$ cat src/rtl/lrsc_pkg.sv
package lrsc_pkg;
    localparam int OPC_W  = 6;
    localparam int INSN_W = 26;
    localparam int IMM_W  = 16;
    localparam logic [OPC_W-1:0] OPC_LOAD_RSV  = 6'h1B;
    localparam logic [OPC_W-1:0] OPC_STORE_CND = 6'h33;

    typedef enum logic [2:0] {
        ST_IDLE,
        ST_LD_RD,
        ST_SC_RD,
        ST_SC_WR,
        ST_FIN
    } lrsc_state_e;
endpackage

$ cat src/rtl/lrsc_agu.sv
module lrsc_agu
    import lrsc_pkg::*;
#(
    parameter int ADDR_W = 32
) (
    input  logic              is_store,
    input  logic [ADDR_W-1:0] base,
    input  logic [INSN_W-1:0] insn,
    output logic [ADDR_W-1:0] addr
);
    localparam int EXT_W = ADDR_W - IMM_W;

    logic [IMM_W-1:0]  ofs;
    logic [ADDR_W-1:0] ofs_ext;

    always_comb begin
        if (is_store) ofs = {insn[25:21], insn[10:0]};
        else          ofs = insn[IMM_W-1:0];
        ofs_ext = {{EXT_W{ofs[IMM_W-1]}}, ofs};
        addr    = base + ofs_ext;
    end
endmodule

$ cat src/rtl/lrsc_resv.sv
module lrsc_resv #(
    parameter int ADDR_W = 32,
    parameter int DATA_W = 32
) (
    input  logic              clk,
    input  logic              rst_n,
    input  logic              cancel,
    input  logic              set,
    input  logic              clr,
    input  logic [ADDR_W-1:0] set_addr,
    input  logic [DATA_W-1:0] set_val,
    output logic [ADDR_W-1:0] rsv_addr,
    output logic [DATA_W-1:0] rsv_val,
    output logic              rsv_valid
);
    localparam logic [ADDR_W-1:0] NONE = '1;

    typedef struct packed {
        logic [ADDR_W-1:0] addr;
        logic [DATA_W-1:0] val;
    } rsv_t;

    rsv_t r_d, r_q;

    always_comb begin
        r_d = r_q;
        if (cancel) begin
            r_d.addr = NONE;
        end else if (set) begin
            r_d.addr = set_addr;
            r_d.val  = set_val;
        end else if (clr) begin
            r_d.addr = NONE;
        end
    end

    always_ff @(posedge clk) begin
        if (!rst_n) begin
            r_q.addr <= NONE;
            r_q.val  <= '0;
        end else begin
            r_q <= r_d;
        end
    end

    assign rsv_addr  = r_q.addr;
    assign rsv_val   = r_q.val;
    assign rsv_valid = (r_q.addr != NONE);

    assert_cancel_wins_R9: assert property (@(posedge clk) disable iff (!rst_n)
        cancel |=> !rsv_valid);
    assert_store_ends_rsv_R8: assert property (@(posedge clk) disable iff (!rst_n)
        clr |=> !rsv_valid);
    assert_load_records_R3: assert property (@(posedge clk) disable iff (!rst_n)
        (set && !cancel) |=> (rsv_addr == $past(set_addr)) && (rsv_val == $past(set_val)));
endmodule

$ cat src/rtl/lrsc_ctrl.sv
module lrsc_ctrl
    import lrsc_pkg::*;
#(
    parameter int ADDR_W = 32,
    parameter int DATA_W = 32
) (
    input  logic              clk,
    input  logic              rst_n,
    input  logic              req_valid,
    input  logic [OPC_W-1:0]  req_opcode,
    input  logic [ADDR_W-1:0] req_addr,
    input  logic [DATA_W-1:0] req_wdata,
    output logic              req_ready,
    input  logic [ADDR_W-1:0] rsv_addr,
    input  logic [DATA_W-1:0] rsv_val,
    input  logic              rsv_valid,
    output logic              rsv_set,
    output logic              rsv_clr,
    output logic [ADDR_W-1:0] rsv_set_addr,
    output logic [DATA_W-1:0] rsv_set_val,
    output logic              mem_req,
    output logic              mem_we,
    output logic              mem_lock,
    output logic [ADDR_W-1:0] mem_addr,
    output logic [DATA_W-1:0] mem_wdata,
    input  logic              mem_ready,
    input  logic [DATA_W-1:0] mem_rdata,
    output logic              done,
    output logic [DATA_W-1:0] ld_data,
    output logic              sc_ok
);
    typedef struct packed {
        lrsc_state_e       st;
        logic [ADDR_W-1:0] addr;
        logic [DATA_W-1:0] wdata;
        logic [DATA_W-1:0] rdata;
        logic              flag;
    } ctl_t;

    ctl_t c_d, c_q;

    always_comb begin
        c_d     = c_q;
        rsv_set = 1'b0;
        rsv_clr = 1'b0;
        unique case (c_q.st)
            ST_IDLE: begin
                if (req_valid && req_opcode == OPC_LOAD_RSV) begin
                    c_d.st   = ST_LD_RD;
                    c_d.addr = req_addr;
                end else if (req_valid && req_opcode == OPC_STORE_CND) begin
                    c_d.addr  = req_addr;
                    c_d.wdata = req_wdata;
                    if (rsv_valid && req_addr == rsv_addr) begin
                        c_d.st = ST_SC_RD;
                    end else begin
                        c_d.st   = ST_FIN;
                        c_d.flag = 1'b0;
                        rsv_clr  = 1'b1;
                    end
                end
            end
            ST_LD_RD: begin
                if (mem_ready) begin
                    c_d.st    = ST_FIN;
                    c_d.rdata = mem_rdata;
                    c_d.flag  = 1'b0;
                    rsv_set   = 1'b1;
                end
            end
            ST_SC_RD: begin
                if (mem_ready) begin
                    if (mem_rdata == rsv_val) begin
                        c_d.st = ST_SC_WR;
                    end else begin
                        c_d.st   = ST_FIN;
                        c_d.flag = 1'b0;
                        rsv_clr  = 1'b1;
                    end
                end
            end
            ST_SC_WR: begin
                if (mem_ready) begin
                    c_d.st   = ST_FIN;
                    c_d.flag = 1'b1;
                    rsv_clr  = 1'b1;
                end
            end
            ST_FIN:  c_d.st = ST_IDLE;
            default: c_d.st = ST_IDLE;
        endcase
    end

    always_ff @(posedge clk) begin
        if (!rst_n) begin
            c_q.st    <= ST_IDLE;
            c_q.addr  <= '0;
            c_q.wdata <= '0;
            c_q.rdata <= '0;
            c_q.flag  <= 1'b0;
        end else begin
            c_q <= c_d;
        end
    end

    assign rsv_set_addr = c_q.addr;
    assign rsv_set_val  = mem_rdata;
    assign req_ready    = (c_q.st == ST_IDLE);
    assign mem_req      = (c_q.st == ST_LD_RD) || (c_q.st == ST_SC_RD) || (c_q.st == ST_SC_WR);
    assign mem_we       = (c_q.st == ST_SC_WR);
    assign mem_lock     = (c_q.st == ST_SC_RD) || (c_q.st == ST_SC_WR);
    assign mem_addr     = c_q.addr;
    assign mem_wdata    = c_q.wdata;
    assign done         = (c_q.st == ST_FIN);
    assign ld_data      = c_q.rdata;
    assign sc_ok        = c_q.flag;

    assert_write_locked_R6: assert property (@(posedge clk) disable iff (!rst_n)
        (mem_req && mem_we) |-> mem_lock);
    assert_write_follows_locked_read_R6: assert property (@(posedge clk) disable iff (!rst_n)
        $rose(mem_we) |-> $past(mem_lock) && $past(mem_req));
    assert_req_held_R11: assert property (@(posedge clk) disable iff (!rst_n)
        (mem_req && !mem_ready) |=> mem_req && $stable(mem_addr));
    assert_done_pulse_R10: assert property (@(posedge clk) disable iff (!rst_n)
        done |=> !done);
    assert_busy_not_ready_R10: assert property (@(posedge clk) disable iff (!rst_n)
        (done || mem_req) |-> !req_ready);
endmodule

$ cat src/rtl/lrsc_unit.sv
module lrsc_unit
    import lrsc_pkg::*;
#(
    parameter int ADDR_W = 32,
    parameter int DATA_W = 32
) (
    input  logic              clk,
    input  logic              rst_n,
    input  logic              req_valid,
    output logic              req_ready,
    input  logic [5:0]        req_opcode,
    input  logic [ADDR_W-1:0] req_base,
    input  logic [DATA_W-1:0] req_wdata,
    input  logic [25:0]       req_insn,
    input  logic              exc_enter,
    input  logic              exc_return,
    input  logic              mmu_fault,
    output logic              mem_req,
    output logic              mem_we,
    output logic              mem_lock,
    output logic [ADDR_W-1:0] mem_addr,
    output logic [DATA_W-1:0] mem_wdata,
    input  logic              mem_ready,
    input  logic [DATA_W-1:0] mem_rdata,
    output logic              done,
    output logic [DATA_W-1:0] ld_data,
    output logic              sc_ok
);
    logic [ADDR_W-1:0] eff_addr;
    logic [ADDR_W-1:0] rsv_addr, rsv_set_addr;
    logic [DATA_W-1:0] rsv_val, rsv_set_val;
    logic              rsv_valid, rsv_set, rsv_clr, cancel;

    assign cancel = exc_enter | exc_return | mmu_fault;

    lrsc_agu #(.ADDR_W(ADDR_W)) u_agu (
        .is_store (req_opcode == OPC_STORE_CND),
        .base     (req_base),
        .insn     (req_insn),
        .addr     (eff_addr)
    );

    lrsc_resv #(.ADDR_W(ADDR_W), .DATA_W(DATA_W)) u_resv (
        .clk       (clk),
        .rst_n     (rst_n),
        .cancel    (cancel),
        .set       (rsv_set),
        .clr       (rsv_clr),
        .set_addr  (rsv_set_addr),
        .set_val   (rsv_set_val),
        .rsv_addr  (rsv_addr),
        .rsv_val   (rsv_val),
        .rsv_valid (rsv_valid)
    );

    lrsc_ctrl #(.ADDR_W(ADDR_W), .DATA_W(DATA_W)) u_ctrl (
        .clk          (clk),
        .rst_n        (rst_n),
        .req_valid    (req_valid),
        .req_opcode   (req_opcode),
        .req_addr     (eff_addr),
        .req_wdata    (req_wdata),
        .req_ready    (req_ready),
        .rsv_addr     (rsv_addr),
        .rsv_val      (rsv_val),
        .rsv_valid    (rsv_valid),
        .rsv_set      (rsv_set),
        .rsv_clr      (rsv_clr),
        .rsv_set_addr (rsv_set_addr),
        .rsv_set_val  (rsv_set_val),
        .mem_req      (mem_req),
        .mem_we       (mem_we),
        .mem_lock     (mem_lock),
        .mem_addr     (mem_addr),
        .mem_wdata    (mem_wdata),
        .mem_ready    (mem_ready),
        .mem_rdata    (mem_rdata),
        .done         (done),
        .ld_data      (ld_data),
        .sc_ok        (sc_ok)
    );

    assert_no_access_without_rsv_R5: assert property (@(posedge clk) disable iff (!rst_n)
        (req_ready && req_valid && req_opcode == OPC_STORE_CND && !rsv_valid) |=> !mem_req);
endmodule

$ cat config.mk
export PLATFORM = sky130hd
export DESIGN_NAME = lrsc_unit
export DESIGN_NICKNAME = d
export VERILOG_FILES = /design/src/rtl/lrsc_pkg.sv /design/src/rtl/lrsc_agu.sv /design/src/rtl/lrsc_resv.sv /design/src/rtl/lrsc_ctrl.sv /design/src/rtl/lrsc_unit.sv
export SDC_FILE = /design/constraint.sdc
export NUM_CORES = 1
export LEC_CHECK = 0
export CAP_MARGIN = 20
export CORE_MARGIN = 4
export CORE_UTILIZATION = 29
export CTS_CLUSTER_DIAMETER = 60
export CTS_CLUSTER_SIZE = 10
export DETAILED_ROUTE_END_ITERATION = 6
export DONT_BUFFER_PORTS = 1
export PLACE_DENSITY_LB_ADDON = 0.12
export SLEW_MARGIN = 10
export SYNTH_ARGS = -nofsm -noshare
export SYNTH_HDL_FRONTEND = slang
export SYNTH_SLANG_ARGS = --single-unit
$ cat constraint.sdc
create_clock -name clk -period 5.6 [get_ports clk]
set_input_delay 0.56 -clock clk [delete_from_list [all_inputs] [get_ports clk]]
set_output_delay 0.56 -clock clk [all_outputs]
set_load 0.01 [all_outputs]
Word-level counts from Yosys, hierarchy flattened
Index checks and enable logic that the tools add are counted.
Operators by class
  muxes and demuxes: 26
  bitwise gates (word level): 5
  reduce and logical (&&, ||, !) cells: 18
  eq/ne operators: 18
  $add $sub $neg: 1
Operator list (number)
  $mux 67: 1
  $eq 32x32->1: 2
  $mux 32: 2
  $mux 35: 1
  $add 32x32->32: 1
  $ne 32x32->1 const B: 1
  $mux 16: 1
  $mux 1: 14
  $mux 3: 4
  $ne 2x2->1 const B: 5
  $pmux 3 s3: 1
  $reduce_and 8->1: 1
  $eq 3x2->1 const B: 2
  $eq 6x5->1 const B: 1
  $eq 6x6->1 const B: 1
  $ne 2x1->1 const B: 3
  $reduce_and 2->1: 3
  $reduce_and 3->1: 2
  $pmux 1 s4: 1
  $reduce_bool 2->1: 2
  $reduce_bool 4->1: 1
  $reduce_or 2->1: 2
  $eq 3x1->1 const B: 1
  $eq 3x3->1 const B: 1
  other kinds (7): 14
Storage, ports and cells
  word-level logic and storage cells: 75
  flip-flop bits (word level): 164
  output and inout port bits: 102
  input bits: 135

Logic depth before layout (Yosys ltp)
  depth after elaboration: 11
  depth in mapped cells: 16
  mapped depth without buffers: 14

Hierarchy
A second synthesis with hierarchy kept.
Second synthesis, totals
  cells, all modules: 1254
  area total of the unflattened synthesis: 10214.8 sq um
By module, submodules not included
  lrsc_ctrl: seq. area each 2001.9 sq um, cells each 710, instances 1, area an instance 5889.4 sq um
  lrsc_resv: seq. area each 1281.2 sq um, cells each 293, instances 1, area an instance 2521.2 sq um
  lrsc_agu: seq. area each 0.0 sq um, cells each 247, instances 1, area an instance 1784.2 sq um
  lrsc_unit: seq. area each 0.0 sq um, cells each 4, instances 1, area an instance 20.0 sq um

Worst setup path after synthesis
No wires, ideal clock.
  path kind: input to register
  start point: in req_opcode[2]
  end point: reg u_resv.r_q (netlist bit u_resv.rsv_addr[10])
  stages on the path: 16
  arrival: 4.410 ns
  setup time: 0.117 ns
  path slack: 1.073 ns
  path buffers: 2
  cells stage by stage: nand4b_1 > nor2_1 > mux2_2 > ha_1 > clkbuf_1 > nand2_1 > o21ai_0 > o21a_1 > o41ai_4 > a41o_1 > nor4_1 > o2111a_1 > and4_4 > a31oi_4 > buf_6 > o22a_1
Between the ends
  word-level cells in the longest chain between the ends: 10
  elaborated cells between the ends (all ways): 13
  classes of those cells: add/sub (1); eq/ne (3); mux (5); reduce/logical (4)
Ends and longest elaborated chain
  start, declared: line lrsc_unit.sv:11  | input logic [5:0] req_opcode,
  $eq 6x6->1: line lrsc_ctrl.sv:51, lrsc_unit.sv:37
  $mux 16: line lrsc_agu.sv:17  | if (is_store) ofs = {insn[25:21], insn[10:0]};
  $add 32x32->32: line lrsc_agu.sv:20  | addr = base + ofs_ext;
  $eq 32x32->1: line lrsc_ctrl.sv:54  | if (rsv_valid && req_addr == rsv_addr) begin
  $logic_and 1x1->1: line lrsc_ctrl.sv:54
  $mux 1: line lrsc_ctrl.sv:54
  $mux 1: line lrsc_ctrl.sv:51  | end else if (req_valid && req_opcode == OPC_STORE_CND) begin
  $mux 1 *: line lrsc_ctrl.sv:48  | if (req_valid && req_opcode == OPC_LOAD_RSV) begin
  $pmux 1 s3 *: line lrsc_ctrl.sv:46  | unique case (c_q.st)
  $reduce_bool 2->1 (no line) *
  end signal, assigned: line lrsc_resv.sv:42  | r_q <= r_d;
  end, declared: line lrsc_resv.sv:23  | rsv_t r_d, r_q;
Mark *: on every way between the ends. The rest lies on a longest branch, timed or not.
A chain may end at the register's enable or synchronous reset.

Worst setup path after layout
Ends and elaborated chain as after synthesis.

==> flow_summary.ini <==
[floorplan]
die_w_um = 194
placementRows = 68
dieArea_sq_um = 37800
die_h_um = 194
io_pins = 237
start_util_pct = 29.3
core_area_sq_um = 34500

[timing]
fin_crit_ns = 4.68
final_min_period_over_clock_period_pct = 83.6
fmax_ghz = 0.214
maxSlewViolCount = 0
worstMarginPinSlew_ns = 0.933
finClkSkew_ns = 0.0206
setup-violations-final = 0
setup_tns_ns = 0
maxSlewHeadroom_pct = 37.3
rsz0062_at_grt = no
final_hold_viol_count = 0

[clock_tree]
cts_buffer_depth = 2
cts_resized = 0
root_buffer = clkbuf_16
cts.sinks = 164
cts_tree = done
cts-htree-levels = 4
cts_buffers = 17
clk_latency_ns = 0.45
clk_pin_slew_ns = 0.07
cts_setup_buffers = 0
postCtsHoldBufs = 0

[worst_setup_path]
slowest_stage = o21ai_1
crit_top_cell = o21ai_1
crit_start = req_opcode[2]
arrival_ns = 5.01
worstSetupStartpointType = input pin
required_ns = 5.93
worst-path-buf-inv = 2
crit_family = compound AO/OA/AOI/OAI gates
max_stage_delay_ns = 0.53
crit_chain = nand4b_1 -> nor2_1 -> buf_4 -> mux2_2 -> ha_1 -> nand2_1 -> o21ai_1 -> o21ai_0 -> o21ai_1 -> nor4b_1 -> nor4_1 -> and4b_1 -> and4_4 -> a31oi_4 -> buf_12 -> o22a_1
r2r_start = u_resv.rsv_addr[17]
worstPathMaxFanout = 32
path_class = input pin to register
critPathCaptureType = register

[global_route]
grt_util_all_layers_pct = 16.3
grt_pass1_vias = 7781
grt_antenna_before_repair = 1
grt_max_degree = 136
overflow = 0
grt_pass1_wl_mm = 48.4

[layout]
fillers = 3731
regArea_sq_um = 3280
syn_to_final_growth_pct = 3.67
fin_cells = 1594
multi_input_area_sq_um = 5770
nets = 1292
final_common_cell = nand2_1
final_area_sq_um = 10500
most-common-layout-cells = 280 x nand2_1, 164 x dfxtp_1, 112 x a21boi_0
drive_above_1_share_pct = 6.94

[synth]
synth_edf_count = 0
yosysTopAreaCellShare_pct = 32.6
syn_avg_cell_area_sq_um = 8.08
synth-seq-cells = 164
ys_async_sr_fraction_pct = 0
netlist_area_sq_um = 10100
synth_area_leaders = dfxtp_1 33%, nand2_1 10%, a21boi_0 8.3%, buf_4 7.1%, xnor2_1 6.0%
synth_nets = 1415
ys_types = 76
yosys.area.top_type = dfxtp_1
yosysWarnings = 0
ys_seq_area_share_pct = 32.6
netlist_instances = 1248
synth-main-ff-cell = dfxtp_1

[run_status]
status = finished, final reports clean

[routing]
drc_errors = 0
drt_iter0_markers = 438
first_pass_iters = 5
wire_per_inst_um = 20.3
dr_total_vias = 7997
wl_mm = 32.3
via_per_inst = 5.02
ant_nets = 0

[placed_design]
gp_congestion = 0.882
placed_cells = 1561
dpl.hpwl_mm = 24.2
io_buffers = 0
dpl-instance-area_sq_um = 9850

[power_and_ir_drop]
p_per_area_nw_per_um2 = 276
p_leak_nw = 3.53
peakVddDrop_mv = 0.259

[worst_hold_path]
hp-start = mem_rdata[27]
hold_class = input pin to register

[flow_run]
max_cap_violations = 0
-- cell usage after synthesis (4+ instances only) --
| library cell | count |
|---|---|
| nor2b_1 | 11 |
| nand2b_1 | 7 |
| o21a_1 | 9 |
| nand3_1 | 13 |
| xor2_1 | 17 |
| nand2_1 | 281 |
| a21oi_1 | 40 |
| o21ai_1 | 5 |
| dfxtp_1 | 164 |
| o211ai_1 | 4 |
| and3_1 | 5 |
| clkbuf_1 | 62 |
| and2_1 | 20 |
| nor4_1 | 10 |
| o22ai_1 | 4 |
| xnor2_1 | 69 |
| a21o_1 | 9 |
| o21ai_0 | 48 |
| inv_1 | 8 |
| buf_6 | 4 |
| nor2_1 | 39 |
| ha_1 | 31 |
| nor3_1 | 16 |
| nand4_1 | 31 |
| nor3b_1 | 4 |
| buf_2 | 5 |
| buf_4 | 96 |
| mux2_2 | 5 |
| a21boi_0 | 112 |
| nor4b_1 | 4 |
| o22a_1 | 33 |
| or3_1 | 8 |
-- state kept, by name (all words and copies together), names as in the netlist --
register and cells:
u_resv.rsv_addr 32, u_ctrl.sc_ok 1, u_resv.rsv_val 32, u_ctrl.ld_data 32
u_ctrl.mem_wdata 32, u_ctrl.c_q 3, u_ctrl.mem_addr 32
-- worst paths after layout --
path                                       endpoint  slack (ns)  depth (start not counted)
worst max-delay path            u_resv.rsv_addr[10]        0.92                         16
worst max register to register  u_resv.rsv_addr[10]        2.42                         12
worst min-delay path             u_ctrl.ld_data[27]        0.25                          2
worst min register to register    u_resv.rsv_val[1]        0.48                          2
-- cell families (layout without fill, tap and decap cells) --
logic type / count (synthesis) / in the layout / share of synthesized area, %
buffers and inverters: 175 / 65 / 10.4
AO/OA/AOI/OAI: 312 / 312 / 22.4
XOR/XNOR: 90 / 90 / 8.39
multiplexers: 8 / 8 / 0.856
AND/OR/NAND/NOR: 467 / 467 / 21.3
other: 0 / 1 / 0
flip-flops: 164 / 164 / 32.6
adder cells (fa/ha/maj): 32 / 32 / 4.05
-- area by class of cell --
cell class | count | share of cell area, %
multi-input cells | 909 | 55.2
flip-flops and latches | 164 | 31.4
well taps | 455 | 5.45
clock buffers | 19 | 4.14
repair buffers | 25 | 1.92
clock inverters | 13 | 1.58
inverters | 8 | 0.287
diodes | 1 | 0.0239
-- through the flow --
step	hold WS (ns)	setup slack, ns	utilization [%]	total power [W]
4_1_cts	0.223	0.949	30.3	0.00293
5_1_grt	0.231	0.651	30.3	0.00302
3_3_place_gp	0.462	0.511	28.6	0.00167
3_5_place_dp	0.470	0.488	28.6	0.00166
2_1_floorplan	0.444	1.07	-	0.00155
6_report	0.253	0.920	30.3	0.00289
-- power by group --
group | leakage (nW) | internal (W) | switching, W
registers | 1.32 | 0.00117 | 0.00000493
clock network | 0.296 | 0.000678 | 0.000569
logic | 1.91 | 0.000188 | 0.000279
total | 3.53 | 0.00203 | 0.000853
-- metal layers --
metal | share of wire, % | wire [um] | global-route usage [%] | vias to the layer above
met1 | 46 | 14900 | 21.4 | 3798
li1 | - | - | - | 4008
met3 | 5.8 | 1890 | 5.41 | 25
met5 | 0.040 | 13 | 0 | -
met2 | 47 | 15000 | 26.2 | 164
met4 | 1.4 | 460 | 3.75 | 2
Note: power is estimated with default switching activity, not from simulation.
